--- config.mk ---
export PLATFORM = sky130hd
export DESIGN_NAME = mdm_loop_status
export DESIGN_NICKNAME = d
export VERILOG_FILES = /design/src/rtl/mdm_loop_pkg.sv /design/src/rtl/mdm_loop_cell.sv /design/src/rtl/mdm_loop_status.sv
export SDC_FILE = /design/constraint.sdc
export NUM_CORES = 1
export LEC_CHECK = 0
export CORE_AREA = 3 3 40 42
export CTS_CLUSTER_SIZE = 8
export DETAILED_ROUTE_END_ITERATION = 12
export DIE_AREA = 0 0 43 45
export HOLD_SLACK_MARGIN = 0.1
export PLACE_DENSITY = 0.59
export SLEW_MARGIN = 15
export SYNTH_ARGS = -nofsm -noshare
export SYNTH_HDL_FRONTEND = slang
export SYNTH_SLANG_ARGS = --single-unit
--- constraint.sdc ---
create_clock -name clk -period 1.42 [get_ports clk]
set_input_delay 0.426 -clock clk [delete_from_list [all_inputs] [get_ports clk]]
set_output_delay 0.426 -clock clk [all_outputs]
set_load 0.005 [all_outputs]
--- src/rtl/mdm_loop_pkg.sv ---
`timescale 1ns/1ps
package mdm_loop_pkg;
   typedef enum logic {DET_ANY = 1'b0, DET_FALL = 1'b1} det_mode_e;

   localparam int unsigned LINE_N = 4;

   // line order inside each nibble of the status value
   localparam int unsigned LN_CTS = 0;
   localparam int unsigned LN_DSR = 1;
   localparam int unsigned LN_RI  = 2;
   localparam int unsigned LN_DCD = 3;

   // control bit positions
   localparam int unsigned CB_DTR  = 0;
   localparam int unsigned CB_RTS  = 1;
   localparam int unsigned CB_OUT1 = 2;
   localparam int unsigned CB_OUT2 = 3;

   function automatic int unsigned line_src(input int unsigned ln);
      case (ln)
         LN_CTS:  return CB_RTS;
         LN_DSR:  return CB_DTR;
         LN_RI:   return CB_OUT1;
         default: return CB_OUT2;
      endcase
   endfunction

   function automatic det_mode_e line_mode(input int unsigned ln);
      return (ln == LN_RI) ? DET_FALL : DET_ANY;
   endfunction
endpackage

--- src/rtl/mdm_loop_cell.sv ---
`timescale 1ns/1ps
module mdm_loop_cell
   import mdm_loop_pkg::*;
#(
   parameter det_mode_e MODE = DET_ANY
) (
   input  logic clk,
   input  logic rst_n,
   input  logic upd_i,
   input  logic clr_i,
   input  logic drv_i,
   output logic state_o,
   output logic flag_o
);
   logic state_q, flag_q, hit;

   generate
      if (MODE == DET_FALL) begin : g_fall
         assign hit = upd_i & state_q & ~drv_i;
      end else begin : g_any
         assign hit = upd_i & (state_q ^ drv_i);
      end
   endgenerate

   always_ff @(posedge clk or negedge rst_n) begin
      if (!rst_n) begin
         state_q <= 1'b0;
         flag_q  <= 1'b0;
      end else begin
         flag_q <= clr_i ? hit : (flag_q | hit);
         if (upd_i)      state_q <= drv_i;
         else if (clr_i) state_q <= 1'b0;
      end
   end

   assign state_o = state_q;
   assign flag_o  = flag_q;
endmodule

--- src/rtl/mdm_loop_status.sv ---
`timescale 1ns/1ps
module mdm_loop_status
   import mdm_loop_pkg::*;
#(
   parameter int unsigned LINES  = LINE_N,
   parameter int unsigned CTRL_W = 4
) (
   input  logic                 clk,
   input  logic                 rst_n,
   input  logic [CTRL_W-1:0]    ctrl_i,
   input  logic                 loop_en_i,
   input  logic                 rd_clr_i,
   output logic [2*LINES-1:0]   status_o
);
   localparam int unsigned STAT_W = 2 * LINES;

   generate
      if (LINES != LINE_N) begin : g_bad_lines
         $error("mdm_loop_status: LINES must equal %0d", LINE_N);
      end
      if (CTRL_W != LINE_N) begin : g_bad_ctrl
         $error("mdm_loop_status: CTRL_W must equal %0d", LINE_N);
      end
   endgenerate

   logic [LINES-1:0] line_st, line_fl;

   generate
      for (genvar g = 0; g < LINES; g++) begin : g_line
         localparam int unsigned SRC = line_src(g);
         mdm_loop_cell #(.MODE(line_mode(g))) cell_i (
            .clk     (clk),
            .rst_n   (rst_n),
            .upd_i   (loop_en_i),
            .clr_i   (rd_clr_i),
            .drv_i   (ctrl_i[SRC]),
            .state_o (line_st[g]),
            .flag_o  (line_fl[g])
         );
      end
   endgenerate

   assign status_o[STAT_W-1:LINES] = line_st;
   assign status_o[LINES-1:0]      = line_fl;
endmodule

==> results of run 1 <==
## timing repair
action / 4_1_cts / 5_1_grt
setup endpoints to repair: 8 / 0
setup buffers: 5 / 0
resized for setup: 8 / 0
## routing by layer
| metal | global-route usage | vias to the layer above | share of wire |
|---|---|---|---|
| met4 | 0.07229 | 0 | 0 |
| met1 | 0.1160 | 132 | 0.44 |
| met2 | 0.1347 | 11 | 0.48 |
| li1 | - | 141 | - |
| met3 | 0.03984 | 0 | 0.080 |
| met5 | 0 | - | 0 |
## synth_stat cells, drive strengths merged
master   number  share of area
inv           1         0.0095
o21ai         1          0.013
dfrtp         8           0.51
a22o          6           0.13
nand2b        1          0.016
buf           9           0.18
nor2          1          0.029
xor2          3          0.067
nand2         2          0.019
o2bb2ai       1          0.022
## worst paths after layout
path | startpoint | endpoint | slack (ns)
worst max-delay path | g_line[0].cell_i.state_o | status_o[4] | 0.11
worst min-delay path | rst_n | g_line[2].cell_i.state_o | 0.45
worst max register to register | g_line[0].cell_i.state_o | g_line[0].cell_i.flag_o | 0.48
worst min register to register | g_line[2].cell_i.flag_o | g_line[2].cell_i.flag_o | 0.48
max in group asynchronous | rst_n | g_line[0].cell_i.flag_o | 0.71
min in group clk | g_line[2].cell_i.flag_o | g_line[2].cell_i.flag_o | 0.48
## area by class of cell
cell class              instances  area, sq um
repair buffers                 22        192.7
flip-flops and latches          8        200.2
clock buffers                   3        22.52
fillers                       123        729.5
inverters                       1        3.754
well taps                      15        18.77
multi-input cells              15        117.6
## layout by cell type, fill, tap and decap left out
cell             count
dfrtp_1              8
dlygate4sd2_1        8
clkdlybuf4s50_1      7
buf_4                7
a22o_1               6
xor2_1               3
clkbuf_4             3
nand2_1              2
inv_2                1
o2bb2ai_1            1
nor2_4               1
nand2b_1             1
o21ai_1              1
## metrics by stage
stage               total power [mW]  instances
floorplan                     0.3349         33
global placement              0.3823         56
detailed placement            0.3856         56
CTS                           0.5612         64
global route                  0.5841         64
finish                        0.5481         64
## state kept, by name, summed over array words and instances (netlist names)
register               flops
g_line.cell_i.flag_o       4
g_line.cell_i.state_o      4
## kinds of logic after synthesis
family                    count (synthesis)  share of synthesized area
buffers and inverters                    10                     0.1911
and+or+nand+nor                           4                    0.06371
xor gates and xnor gates                  3                    0.06689
DFF                                       8                     0.5095
AOI/OAI and AO/OA                         8                     0.1688
## report_power, final
group / switching (mW) / total [mW] / internal (mW)
Combinational: 0.0435 / 0.120 / 0.0762
Clock: 0.0716 / 0.168 / 0.0963
Sequential: 0.0105 / 0.260 / 0.250
Total: 0.126 / 0.548 / 0.423
==> run_results.csv, run 1 <==
group,metric,value,unit
sta,grt_setup_unrepaired,"no",
sta,layout_setup_ws,0.1063,ns
clocking,clkTransAtPathRegs,0.05,ns
synthesis,netlist_instances,33,
worst_setup_path,arrival,0.89,ns
global_routing,grt_overflow,0,
sta,worst_pin_slew,0.3550,ns
worst_setup_path,cp_top_family,"flip-flops",
pwr,peakVddDrop,0.4159,mV
layout,antenna_cells,0,
placed_design,placed_area,505.5,sq um
global_routing,antenna_found_initial,0,
pwr,leakagePower,0.2795,nW
worst_setup_path,critPathSlowestCell,"dfrtp_1",
detailed_routing,drc_errors,0,
clocking,cts_max_path_buffers,2,
clocking,tritoncts,"yes",
global_routing,grt_pass1_wl,1317,microns
global_routing,grt_start_max_net_pins,9,
hold_path,hp-class,"input port to asynchronous set/reset pin",
sta,fin_skew,0.0002166,ns
layout,syn_to_final_growth,41.40,%
detailed_routing,avgRoutedWirePerCell,11.27,microns
worst_setup_path,worstSetupPathType,"flop to primary output",
worst_setup_path,end_kind,"primary output",
run_status,status,"finished, final reports clean",
floorplan,core,1285,sq um
placed_design,gp_congestion,0.6825,
clocking,cts_sinks,8,
synthesis,ys_types,11,
worst_setup_path,path_cells,"dlygate4sd2_1",
floorplan,pin_count,16,
floorplan,placementRows,13,
synthesis,ys_seq_elements,8,
global_routing,grt_pass1_vias,294,
placed_design,dp_hpwl,562.9,microns
sta,setup_tns,0,ns
worst_setup_path,max_stage_delay,0.38,ns
detailed_routing,routed_wirelength,721,microns
clocking,clk_latency,0.25,ns
layout,layout.nets,59,
clocking,postCtsHoldBufs,0,
sta,max-slew-margin-rel,0.7626,
detailed_routing,ant_nets,0,
worst_setup_path,crit_cells,1,
synthesis,synth_area,392.9,sq um
layout,fin_util,0.4323,
sta,fin_hold_ws,0.4525,ns
worst_setup_path,cp.required,0.99,ns
worst_setup_path,path_buf_inv,1,
layout,finalInstanceArea,555.5,sq um
floorplan,die_area,1935,sq um
worst_setup_path,start_kind,"flop",
worst_setup_path,crit_fanout,2,
detailed_routing,first_pass_iters,2,
pwr,power_density,986.6,nW/um^2
placed_design,portBuffers,15,
clocking,cts-root-buf,"clkbuf_4",
synthesis,ys_warn_count,0,
sta,period_minus_slack,1.314,ns
sta,period_share,0.9252,
layout,drive_above_1_share,0.2449,
detailed_routing,drt_iter0_markers,1,
sta,finalMaxSlewViolations,0,
synthesis,syn-num-nets,41,
worst_setup_path,rr_worst_depth,3,
synthesis,synth_area_per_cell,11.91,sq um
floorplan,start_util,0.3057,
sta,setup_violations,0,
sta,hold_viol_final,0,
detailed_routing,vias,284,
sta,fmax,761.2,MHz
global_routing,grt.total_usage,0.09572,
floorplan,die_h,45,microns
clocking,htree_num_levels,1,
detailed_routing,via_per_inst,4.438,
synthesis,yosysSeqAreaShare,0.5096,
clocking,cts_buffers,3,
flow_run,drv_cap,0,
floorplan,die_w,43,microns
placed_design,place_ws,-0.03358,ns
(Power assumes the default switching activity.)
==> run 2: changes to the inputs <==
--- a/config.mk
+++ b/config.mk
@@ -9,6 +9,7 @@
 export CTS_CLUSTER_SIZE = 8
 export DETAILED_ROUTE_END_ITERATION = 12
 export DIE_AREA = 0 0 43 45
+export GPL_TIMING_DRIVEN = 0
 export HOLD_SLACK_MARGIN = 0.1
 export PLACE_DENSITY = 0.59
 export SLEW_MARGIN = 15
==> run 2 against run 1 <==
Against the previous run:
- sequential power hardly changed
- worst hold slack got worse by 0.012 ns
- non-clock buffer count up 7
- cell area increased by 11%
- final cell count up 11%
- critical path type unchanged
- fmax shrank 4.4%
==> run_results.csv, run 2 (synthesis results as in run 1) <==
group,metric,value,unit
placed_design,dp_cells,62,
sta,finalMaxSlewViolations,0,
worst_setup_path,cp.required,0.99,ns
pwr,switching_power,0.1297,mW
worst_setup_path,start_kind,"flop",
clocking,cts_sinks,8,
global_routing,grt_pass1_wl,1297,microns
pwr,peakVddDrop,0.3542,mV
worst_setup_path,arrival,0.95,ns
pwr,clock_power_share,0.284,
worst_setup_path,max_stage_delay,0.38,ns
sta,fin_skew,0.0001078,ns
sta,max-slew-margin-rel,0.7538,
layout,fin_util,0.4820,
sta,setup_tns,0,ns
floorplan,core,1285,sq um
worst_setup_path,worstSetupPathType,"flop to primary output",
worst_setup_path,end_kind,"primary output",
floorplan,die_area,1935,sq um
clocking,htree_num_levels,1,
detailed_routing,vias,317,
placed_design,dp_hpwl,585.3,microns
detailed_routing,routed_wirelength,749,microns
placed_design,portBuffers,14,
sta,worst_pin_slew,0.3681,ns
worst_setup_path,critPathSlowestCell,"dfrtp_1",
worst_setup_path,path_cells,"buf_4 > clkdlybuf4s15_1",
layout,finalInstanceArea,619.3,sq um
sta,hold_viol_final,0,
detailed_routing,drc_errors,0,
layout,fin_cells,71,
floorplan,start_util,0.3057,
detailed_routing,first_pass_iters,3,
floorplan,die_h,45,microns
detailed_routing,ant_nets,0,
global_routing,grt_start_max_net_pins,11,
global_routing,grt.total_usage,0.09076,
pwr,p_int,0.4515,mW
global_routing,antenna_found_initial,0,
global_routing,grt_overflow,0,
clocking,cts_max_path_buffers,2,
floorplan,die_w,43,microns
pwr,p_seq_frac,0.449,
pwr,p_comb_frac,0.267,
sta,period_share,0.9677,
run_status,status,"finished, final reports clean",
placed_design,placed_area,551.8,sq um
floorplan,placementRows,13,
pwr,power_density,938.3,nW/um^2
global_routing,grt_pass1_vias,294,
clocking,clkTransAtPathRegs,0.05,ns
sta,layout_setup_ws,0.04588,ns
clocking,cts-root-buf,"clkbuf_4",
detailed_routing,avgRoutedWirePerCell,10.55,microns
pwr,leakagePower,0.3034,nW
sta,fmax,727.7,MHz
layout,final_common_cell,"buf_4",
clocking,tritoncts,"yes",
detailed_routing,drt_iter0_markers,8,
floorplan,pin_count,16,
pwr,sw_frac_of_total,0.2232,
hold_path,hp-class,"input port to flop",
sta,period_minus_slack,1.374,ns
layout,syn_to_final_growth,57.64,%
clocking,cts_buffers,3,
sta,setup_violations,0,
worst_setup_path,path_buf_inv,2,
layout,antenna_cells,0,
placed_design,gp_congestion,0.7057,
layout,drive_above_1_share,0.3571,
layout,layout.nets,66,
clocking,clk_latency,0.24,ns
placed_design,place_ws,-0.01182,ns
sta,grt_setup_unrepaired,"no",
detailed_routing,via_per_inst,4.465,
worst_setup_path,crit_fanout,2,
layout,mostFrequentLayoutCells,"buf_4 (14), dfrtp_1 (8), clkdlybuf4s15_1 (8), a22o_1 (6), clkdlybuf4s50_1 (6)",
worst_setup_path,cp_top_family,"flip-flops",
flow_run,drv_cap,0,
run 2: metal layers:
metal	track usage	wire, microns	vias to the layer above
met5	0	0	-
met4	0.05422	0	0
met3	0.02789	60	0
met2	0.1467	359	11
met1	0.1064	329	149
li1	-	-	157
run 2: final cells by class:
| cell class | instances | area (sq um) |
|---|---|---|
| fill | 123 | 665.6 |
| multi-input combinational | 15 | 117.6 |
| tap | 15 | 18.77 |
| timing repair buffer | 20 | 185.2 |
| buffer | 9 | 71.32 |
| clock buffer | 3 | 22.52 |
| inverter | 1 | 3.754 |
| sequential | 8 | 200.2 |
run 2: final timing paths:
path                                     startpoint                  endpoint  slack [ns]  cells after the start
max                        g_line[1].cell_i.state_o               status_o[5]        0.05                      2
min                                       loop_en_i  g_line[1].cell_i.state_o        0.44                      3
max reg2reg                g_line[0].cell_i.state_o   g_line[0].cell_i.flag_o        0.48                      3
min reg2reg                 g_line[3].cell_i.flag_o   g_line[3].cell_i.flag_o        0.51                      1
max in group asynchronous                     rst_n  g_line[2].cell_i.state_o        0.69                      1
min in group asynchronous                     rst_n  g_line[3].cell_i.state_o        0.46                      1
run 2: worst min-delay path, delay by kind of cell:
kind	cells	cell delay [ns]
buffers and inverters	1	0.12
and+or+nand+nor	1	0.05
AOI/OAI and AO/OA	1	0.05
run 2: power by group through the flow:
stage,logic (mW),clock network (mW),registers [mW]
floorplan,0.0697,0,0.265
global placement,0.140,0,0.268
finish,0.155,0.165,0.261
detailed placement,0.144,0,0.269
CTS,0.157,0.172,0.261
global route,0.168,0.178,0.264
run 2: timing repair:
action                     in CTS  in global routing
setup buffers                   6                  0
hold buffers                    0                  0
gates resized for setup        16                  0
setup endpoints to repair       8                  0
run 2: stage by stage:
stage	hold slack, ns	power, mW
floorplan	0.1304	0.3349
global placement	0.4710	0.4075
detailed placement	0.4845	0.4126
CTS	0.4407	0.5900
global route	0.4555	0.6101
finish	0.4406	0.5812
==> run 3: changes to the inputs <==
--- a/config.mk
+++ b/config.mk
@@ -6,7 +6,7 @@
 export NUM_CORES = 1
 export LEC_CHECK = 0
 export CORE_AREA = 3 3 40 42
-export CTS_CLUSTER_SIZE = 8
+export CTS_CLUSTER_SIZE = 28
 export DETAILED_ROUTE_END_ITERATION = 12
 export DIE_AREA = 0 0 43 45
 export GPL_TIMING_DRIVEN = 0
==> results of run 3 <==
Final layout, timing and power as in run 2 (identical DEF).
